**src/rtl/vbf_pkg.sv**
```systemverilog
`timescale 1ns/1ps
package vbf_pkg;

    // Number of byte reads that make one instruction word.
    localparam int BYTES_PER_WORD = 3;

    // One-hot fetch phase; bit i selects byte lane i (lane 0 is the MSB).
    typedef enum logic [BYTES_PER_WORD-1:0] {
        PH_HIGH   = 3'b001,
        PH_MIDDLE = 3'b010,
        PH_LOW    = 3'b100
    } phase_e;

    localparam int OFF_W = $clog2(BYTES_PER_WORD);

endpackage

```
**src/rtl/vbf_phase_seq.sv**
```systemverilog
`timescale 1ns/1ps
module vbf_phase_seq
    import vbf_pkg::*;
(
    input  logic             clk,
    input  logic             rst_n,
    output phase_e           phase,
    output logic [OFF_W-1:0] byte_off,
    output logic             last_cyc
);

    phase_e state_q;
    phase_e state_d;

    // State register.
    always_ff @(posedge clk or negedge rst_n) begin
        if (!rst_n) begin
            state_q <= PH_HIGH;
        end else begin
            state_q <= state_d;
        end
    end

    // Transitions: ADV_HM, ADV_ML, WRAP_LH.
    always_comb begin
        state_d = state_q;
        unique case (state_q)
            PH_HIGH:   state_d = PH_MIDDLE;
            PH_MIDDLE: state_d = PH_LOW;
            PH_LOW:    state_d = PH_HIGH;
            default:   state_d = PH_HIGH;
        endcase
    end

    // Outputs decoded from the current state.
    always_comb begin
        byte_off = '0;
        last_cyc = 1'b0;
        unique case (state_q)
            PH_HIGH: begin
                byte_off = OFF_W'(0);
            end
            PH_MIDDLE: begin
                byte_off = OFF_W'(1);
            end
            PH_LOW: begin
                byte_off = OFF_W'(2);
                last_cyc = 1'b1;
            end
            default: begin
                byte_off = '0;
            end
        endcase
    end

    assign phase = state_q;

    // exactly one byte lane is active in every cycle.
    assert_one_lane_R2: assert property (@(posedge clk) disable iff (!rst_n)
        $countones(state_q) == 1);

    // the phase steps in a fixed order.
    assert_phase_order_R2: assert property (@(posedge clk) disable iff (!rst_n)
        (state_q == PH_LOW) |=> (state_q == PH_HIGH));

endmodule

```
**src/rtl/vbf_pc_ctrl.sv**
```systemverilog
`timescale 1ns/1ps
module vbf_pc_ctrl
    import vbf_pkg::*;
#(
    parameter int ADDR_W  = 8,
    parameter int PC_W    = 7,
    parameter int LAST_PC = 84
) (
    input  logic              clk,
    input  logic              rst_n,
    input  logic              last_cyc,
    input  logic [OFF_W-1:0]  byte_off,
    input  logic              br_taken,
    input  logic [PC_W-1:0]   br_target,
    output logic [PC_W-1:0]   pc,
    output logic [ADDR_W-1:0] mem_addr
);

    localparam logic [PC_W-1:0]   LAST    = PC_W'(LAST_PC);
    localparam logic [ADDR_W-1:0] MAX_ADR = ADDR_W'(LAST_PC * BYTES_PER_WORD + BYTES_PER_WORD - 1);
    localparam logic [ADDR_W-1:0] STEP    = ADDR_W'(BYTES_PER_WORD);

    logic [PC_W-1:0]   pc_q;
    logic [ADDR_W-1:0] base_q;
    logic              pend_q;
    logic [PC_W-1:0]   pend_tgt_q;

    logic              redirect;
    logic [PC_W-1:0]   raw_tgt;
    logic [PC_W-1:0]   sel_tgt;
    logic [ADDR_W-1:0] tgt_ext;
    logic [ADDR_W-1:0] tgt_base;

    // The newest request wins: a pulse in this cycle overrides a held one.
    always_comb begin
        redirect = br_taken | pend_q;
        raw_tgt  = br_taken ? br_target : pend_tgt_q;
        sel_tgt  = (raw_tgt > LAST) ? '0 : raw_tgt;
        tgt_ext  = ADDR_W'(sel_tgt);
        tgt_base = (tgt_ext << 1) + tgt_ext;
    end

    always_ff @(posedge clk or negedge rst_n) begin
        if (!rst_n) begin
            pc_q       <= '0;
            base_q     <= '0;
            pend_q     <= 1'b0;
            pend_tgt_q <= '0;
        end else if (last_cyc) begin
            pend_q <= 1'b0;
            if (redirect) begin
                pc_q   <= sel_tgt;
                base_q <= tgt_base;
            end else if (pc_q == LAST) begin
                pc_q   <= '0;
                base_q <= '0;
            end else begin
                pc_q   <= pc_q + PC_W'(1);
                base_q <= base_q + STEP;
            end
        end else if (br_taken) begin
            pend_q     <= 1'b1;
            pend_tgt_q <= br_target;
        end
    end

    assign pc       = pc_q;
    assign mem_addr = base_q + ADDR_W'(byte_off);

    // the address never runs past the last whole instruction.
    assert_addr_range_R6: assert property (@(posedge clk) disable iff (!rst_n)
        mem_addr <= MAX_ADR);

    // the counter returns to 0 after the last instruction.
    assert_wrap_R6: assert property (@(posedge clk) disable iff (!rst_n)
        (last_cyc && !br_taken && !pend_q && pc_q == LAST) |=> (pc_q == '0));

    // sequential advance by one instruction.
    assert_step_R5: assert property (@(posedge clk) disable iff (!rst_n)
        (last_cyc && !br_taken && !pend_q && pc_q != LAST) |=> (pc_q == $past(pc_q) + PC_W'(1)));

    // a pulse in the last byte cycle redirects immediately.
    assert_late_branch_R8: assert property (@(posedge clk) disable iff (!rst_n)
        (last_cyc && br_taken && br_target <= LAST) |=> (pc_q == $past(br_target)));

    // the byte base stays three times the instruction index.
    assert_base_R7: assert property (@(posedge clk) disable iff (!rst_n)
        base_q == (ADDR_W'(pc_q) << 1) + ADDR_W'(pc_q));

    // within one instruction, addresses rise by one per cycle.
    assert_addr_step_R2: assert property (@(posedge clk) disable iff (!rst_n)
        (!last_cyc) |=> (mem_addr == $past(mem_addr) + ADDR_W'(1)));

endmodule

```
**src/rtl/vbf_word_asm.sv**
```systemverilog
`timescale 1ns/1ps
module vbf_word_asm
    import vbf_pkg::*;
#(
    parameter int DATA_W = 8,
    parameter int PC_W   = 7
) (
    input  logic                             clk,
    input  logic                             rst_n,
    input  phase_e                           phase,
    input  logic [DATA_W-1:0]                mem_rdata,
    input  logic [PC_W-1:0]                  pc,
    output logic [BYTES_PER_WORD*DATA_W-1:0] instr_word,
    output logic                             instr_valid,
    output logic [PC_W-1:0]                  instr_pc
);

    localparam int WORD_W = BYTES_PER_WORD * DATA_W;

    logic [DATA_W-1:0] lane_q [BYTES_PER_WORD];
    logic [WORD_W-1:0] packed_w;

    // One capture register per byte lane, loaded on the falling edge.
    for (genvar i = 0; i < BYTES_PER_WORD; i++) begin : g_lane
        always_ff @(negedge clk or negedge rst_n) begin
            if (!rst_n) begin
                lane_q[i] <= '0;
            end else if (phase[i]) begin
                lane_q[i] <= mem_rdata;
            end
        end
        assign packed_w[WORD_W-1-i*DATA_W -: DATA_W] = lane_q[i];
    end

    always_ff @(posedge clk or negedge rst_n) begin
        if (!rst_n) begin
            instr_word  <= '0;
            instr_valid <= 1'b0;
            instr_pc    <= '0;
        end else begin
            instr_valid <= (phase == PH_LOW);
            if (phase == PH_LOW) begin
                instr_word <= packed_w;
                instr_pc   <= pc;
            end
        end
    end

    // the strobe follows the last byte cycle.
    assert_valid_after_low_R4: assert property (@(posedge clk) disable iff (!rst_n)
        instr_valid |-> (phase == PH_HIGH));

    // the strobe lasts exactly one cycle.
    assert_valid_pulse_R4: assert property (@(posedge clk) disable iff (!rst_n)
        instr_valid |=> !instr_valid);

    // the word holds between strobes.
    assert_word_hold_R4: assert property (@(posedge clk) disable iff (!rst_n)
        (!instr_valid && phase != PH_HIGH) |-> $stable(instr_word));

endmodule

```
**src/rtl/vliw_byte_fetch.sv**
```systemverilog
`timescale 1ns/1ps
module vliw_byte_fetch
    import vbf_pkg::*;
#(
    parameter  int ADDR_W    = 8,
    parameter  int DATA_W    = 8,
    localparam int WORD_W    = BYTES_PER_WORD * DATA_W,
    localparam int NUM_INSTR = (1 << ADDR_W) / BYTES_PER_WORD,
    localparam int LAST_PC   = NUM_INSTR - 1,
    localparam int PC_W      = $clog2(NUM_INSTR)
) (
    input  logic              clk,
    input  logic              rst_n,
    input  logic              br_taken,
    input  logic [PC_W-1:0]   br_target,
    input  logic [DATA_W-1:0] mem_rdata,
    output logic [ADDR_W-1:0] mem_addr,
    output logic [WORD_W-1:0] instr_word,
    output logic              instr_valid,
    output logic [PC_W-1:0]   instr_pc
);

    phase_e           phase;
    logic [OFF_W-1:0] byte_off;
    logic             last_cyc;
    logic [PC_W-1:0]  pc;

    vbf_phase_seq u_seq (
        .clk      (clk),
        .rst_n    (rst_n),
        .phase    (phase),
        .byte_off (byte_off),
        .last_cyc (last_cyc)
    );

    vbf_pc_ctrl #(
        .ADDR_W  (ADDR_W),
        .PC_W    (PC_W),
        .LAST_PC (LAST_PC)
    ) u_pc (
        .clk       (clk),
        .rst_n     (rst_n),
        .last_cyc  (last_cyc),
        .byte_off  (byte_off),
        .br_taken  (br_taken),
        .br_target (br_target),
        .pc        (pc),
        .mem_addr  (mem_addr)
    );

    vbf_word_asm #(
        .DATA_W (DATA_W),
        .PC_W   (PC_W)
    ) u_asm (
        .clk         (clk),
        .rst_n       (rst_n),
        .phase       (phase),
        .mem_rdata   (mem_rdata),
        .pc          (pc),
        .instr_word  (instr_word),
        .instr_valid (instr_valid),
        .instr_pc    (instr_pc)
    );

    // reset holds every output at zero.
    assert_reset_R1: assert property (@(posedge clk)
        !rst_n |-> (mem_addr == '0 && !instr_valid && instr_word == '0 && instr_pc == '0));

endmodule

```
**config.mk**
```make
export PLATFORM = sky130hd
export DESIGN_NAME = vliw_byte_fetch
export DESIGN_NICKNAME = d
export VERILOG_FILES = /design/src/rtl/vbf_pkg.sv /design/src/rtl/vbf_phase_seq.sv /design/src/rtl/vbf_pc_ctrl.sv /design/src/rtl/vbf_word_asm.sv /design/src/rtl/vliw_byte_fetch.sv
export SDC_FILE = /design/constraint.sdc
export NUM_CORES = 1
export LEC_CHECK = 0
export BUFFER_PORTS_ARGS = -buffer_cell sky130_fd_sc_hd__buf_2
export CAP_MARGIN = 10
export CORE_UTILIZATION = 42
export DETAILED_ROUTE_END_ITERATION = 6
export GPL_TIMING_DRIVEN = 0
export SLEW_MARGIN = 10
export SYNTH_ARGS = -nofsm -noshare
export SYNTH_HDL_FRONTEND = slang
export SYNTH_SLANG_ARGS = --single-unit
```
**constraint.sdc**
```tcl
create_clock -name clk -period 2.3 [get_ports clk]
set_input_delay 0.345 -clock clk [delete_from_list [all_inputs] [get_ports clk]]
set_output_delay 0.345 -clock clk [all_outputs]
set_load 0.01 [all_outputs]
```
==> summary.md <==
| Metric | Value |
|---|---|
| Total inserted antenna cells | `0` |
| PortBufs | `57` |
| CTS Buffer Depth | `2` |
| Global route overflow | `0` |
| Pin count of the biggest net entering global routing | `54` |
| FF-to-FF End | `u_asm.lane_q[21]$_DFFE_NN0P_` |
| Worst R2R Path Depth | `4` |
| Global-route wire length before repair | `17400 µm` |
| Status | `complete, but fails checks` |
| Power Internal | `2520 µW` |
| Worst min path class | `in2reg` |
| FF-to-FF setup slack | `-300 ps` |
| All-Layer GR Usage | `22.8%` |
| Comb power frac | `23.1%` |
| CTS Buf Count | `9` |
| HP Start | `br_target[0]` |
| Cell count after placement | `568` |
| Hold path cells | `3` |
| Die area | `9840 µm²` |
| Hold_ws | `414 ps` |
| Synthesized netlist cell count | `399` |
| Fin. max-slew vios | `0` |
| Clk_skew | `22.3 ps` |
| Synth cell types | `52` |
| Starting Density | `43.1%` |
| Ports | `58` |
| WS Path Type | `reg2reg` |
| CTS sink count | `82` |
| Avg Cell Area, Syn | `9.94 µm²` |
| Synth Flop Type | `dfrtp_1` |
| Antenna-violating nets left | `0` |
| Mapped cell area | `3970 µm²` |
| Syn-to-layout area delta | `36.4%` |
| CP endpoint kind | `register` |
| Fin. Hold Viols | `0` |
| Worst-margin pin slew | `664 ps` |
| Vias in the first global route | `3429` |
| Seq cells post-synth | `82` |
| Fillers | `787` |
| Net switching power | `1140 µW` |
| Violated checks | `negative setup slack` |
| Core Box Area | `9200 µm²` |
| Worst setup margin | `-300 ps` |
| Seq pwr share | `46.6%` |
| Final HPWL DP | `6640 µm` |
| WHS Endpoint | `u_pc.pend_tgt_q[0]$_DFFE_PN0N_` |
| Sw frac | `31.2%` |
| DR vias | `3397` |
| Crit path max fanout | `5` |
| Initial antenna violation count | `0` |
| Final setup viols | `32` |
| Iteration-0 DRC Markers | `113` |
| Final Power | `3660 µW` |
| WP data arrival | `1630 ps` |
| Leakage | `0.00254 µW` |
| Ys Warns | `0` |
| Drt wl/cell | `16.5 µm` |
| Nets | `543` |
| Drt pass-1 iters | `4` |
| Post-Synthesis Net Count | `428` |
| Critical path startpoint category | `register` |
| CTS tree | `built` |
| Max VDD drop | `0.000371 V` |
| Wirelength, routed | `10400 µm` |
| EDFF count, synth | `0` |
| CP required | `1320 ps` |
| Commonest non-fill, non-tap cell in the layout | `nand2_1` |
| Via density | `5.39` |
| Site Rows | `35` |
| Max-Cap Viols | `0` |
| Cell Count, Final, Fillers Out | `630` |
| Most frequent cells in the layout | `92 x nand2_1, 57 x dfrtp_1, 55 x buf_2` |
| Clock power frac | `30.3%` |
| Sequential area share after synthesis | `51.8%` |
| RSZ-0062 raised after global routing | `true` |
| Core Util, Final | `58.8%` |
| Clock slew at reported path FFs | `80 ps` |
| CTS root buf | `clkbuf_8` |
| Sum Neg Setup Slack | `-3850 ps` |
| Fraction of layout cells with a size suffix above 1 | `38.9%` |
| Residual DRC count | `0` |
| RR Startpoint | `u_seq.phase[0]$_DFF_PN1_` |
| Worst-skew pair later-pin latency | `350 ps` |
| Share of synthesized registers carrying an async set or reset | `100%` |
| Cell Pwr Density | `677 nW/µm²` |
| CTS H-tree depth | `3` |
| Slew Limit Headroom | `54.8%` |
| Placer congestion estimate | `0.799` |
| Horiz. Die Dim | `99.2 µm` |
| Chip height | `99.2 µm` |
[cells in the mapped netlist (7+ instances only)]
master,instances,share of area [%]
a21oi_1,28,3.5
clkbuf_1,14,1.3
dfrtn_1,24,15
dfrtp_1,57,36
ha_1,9,2.8
inv_1,12,1.1
mux2_2,28,7.9
nand2_1,93,8.8
nand3_1,7,0.88
nor2_1,31,2.9
o21ai_0,16,2.0
[registers in the layout, indices dropped and copies added (netlist names)]
signal and count:
u_asm.instr_word 24, u_asm.lane_q 24, u_pc.base_q 8, u_asm.instr_pc 7
u_pc.pc 7, u_pc.pend_tgt_q 7, u_seq.phase 3, u_asm.instr_valid 1
u_pc.pend_q 1
[layout make-up]
class / instances / area (µm²) / share of cell area [%]
Inverter: 12 / 48.8 / 0.902
Tap cell: 111 / 139 / 2.57
Buffer: 13 / 116 / 2.15
Clock inverter: 6 / 71.3 / 1.32
Clock buffer: 10 / 138 / 2.54
Multi-Input combinational cell: 289 / 2090 / 38.6
Timing Repair Buffer: 107 / 756 / 14.0
Sequential cell: 82 / 2050 / 37.9
[power groups by stage]
stage | Clock [µW] | Sequential, µW | Combinational (µW)
6_report | 1110 | 1710 | 846
5_1_grt | 1180 | 1730 | 937
4_1_cts | 1130 | 1700 | 802
3_5_place_dp | 0 | 1730 | 698
3_3_place_gp | 0 | 1720 | 679
2_1_floorplan | 0 | 1720 | 453
[cells by family (layout without fill, tap and decap cells)]
group | Yosys count | after routing | synth area share [%]
AND/OR/NAND/NOR | 156 | 156 | 16.8
flip-flops | 82 | 82 | 51.8
AO/OA/AOI/OAI | 78 | 78 | 12.4
multiplexers | 36 | 36 | 10.6
buffers and inverters | 28 | 148 | 2.84
adder cells (fa/ha/maj) | 11 | 11 | 3.85
XOR/XNOR | 8 | 8 | 1.77
[worst max-delay path by stage]
stage / startpoint / to / slack [ps] / depth (start not counted)
2_1_floorplan: br_taken / u_pc.base_q[7]$_DFFE_PN0P_ / -140 / 12
3_3_place_gp: rst_n / u_asm.lane_q[10]$_DFFE_NN0P_ / -790 / 1
3_5_place_dp: br_taken / u_pc.base_q[7]$_DFFE_PN0P_ / -680 / 12
4_1_cts: u_seq.phase[2]$_DFF_PN0_ / mem_addr[6] / -260 / 8
5_1_grt: u_seq.phase[2]$_DFF_PN0_ / mem_addr[6] / -360 / 8
6_report: u_seq.phase[0]$_DFF_PN1_ / u_asm.lane_q[21]$_DFFE_NN0P_ / -300 / 4
[what timing repair did]
action	CTS	global route
setup buffers	37	13
gates cloned	2	0
resized for setup	48	20
pin swaps	25	24
hold buffers	1	0
hold endpoints to repair	22	0
endpoints found under the setup margin	36	34
[metrics by stage]
step	cell area [µm²]	worst slack, ps
after global placement	4510	-794
after CTS	5310	-262
after detailed placement	4540	-682
after global routing	5410	-362
final	5410	-300
after floorplan	4080	-140
[worst max-delay path, cell delays in order (launching register included)]
cell and delay (ps):
dfstp_2 580, clkbuf_16 140, buf_4 140, buf_12 130
mux2_4 290
[routing by layer]
metal / GRT usage, % / routed length, µm / up-vias
met1: 32.1 / 5000 / 1694
li1: - / - / 1617
met3: 3.79 / 440 / 6
met5: 0 / 0 / -
met4: 7.47 / 74 / 0
met2: 36.1 / 4860 / 80
No activity file was read; power rests on OpenSTA's default activity.
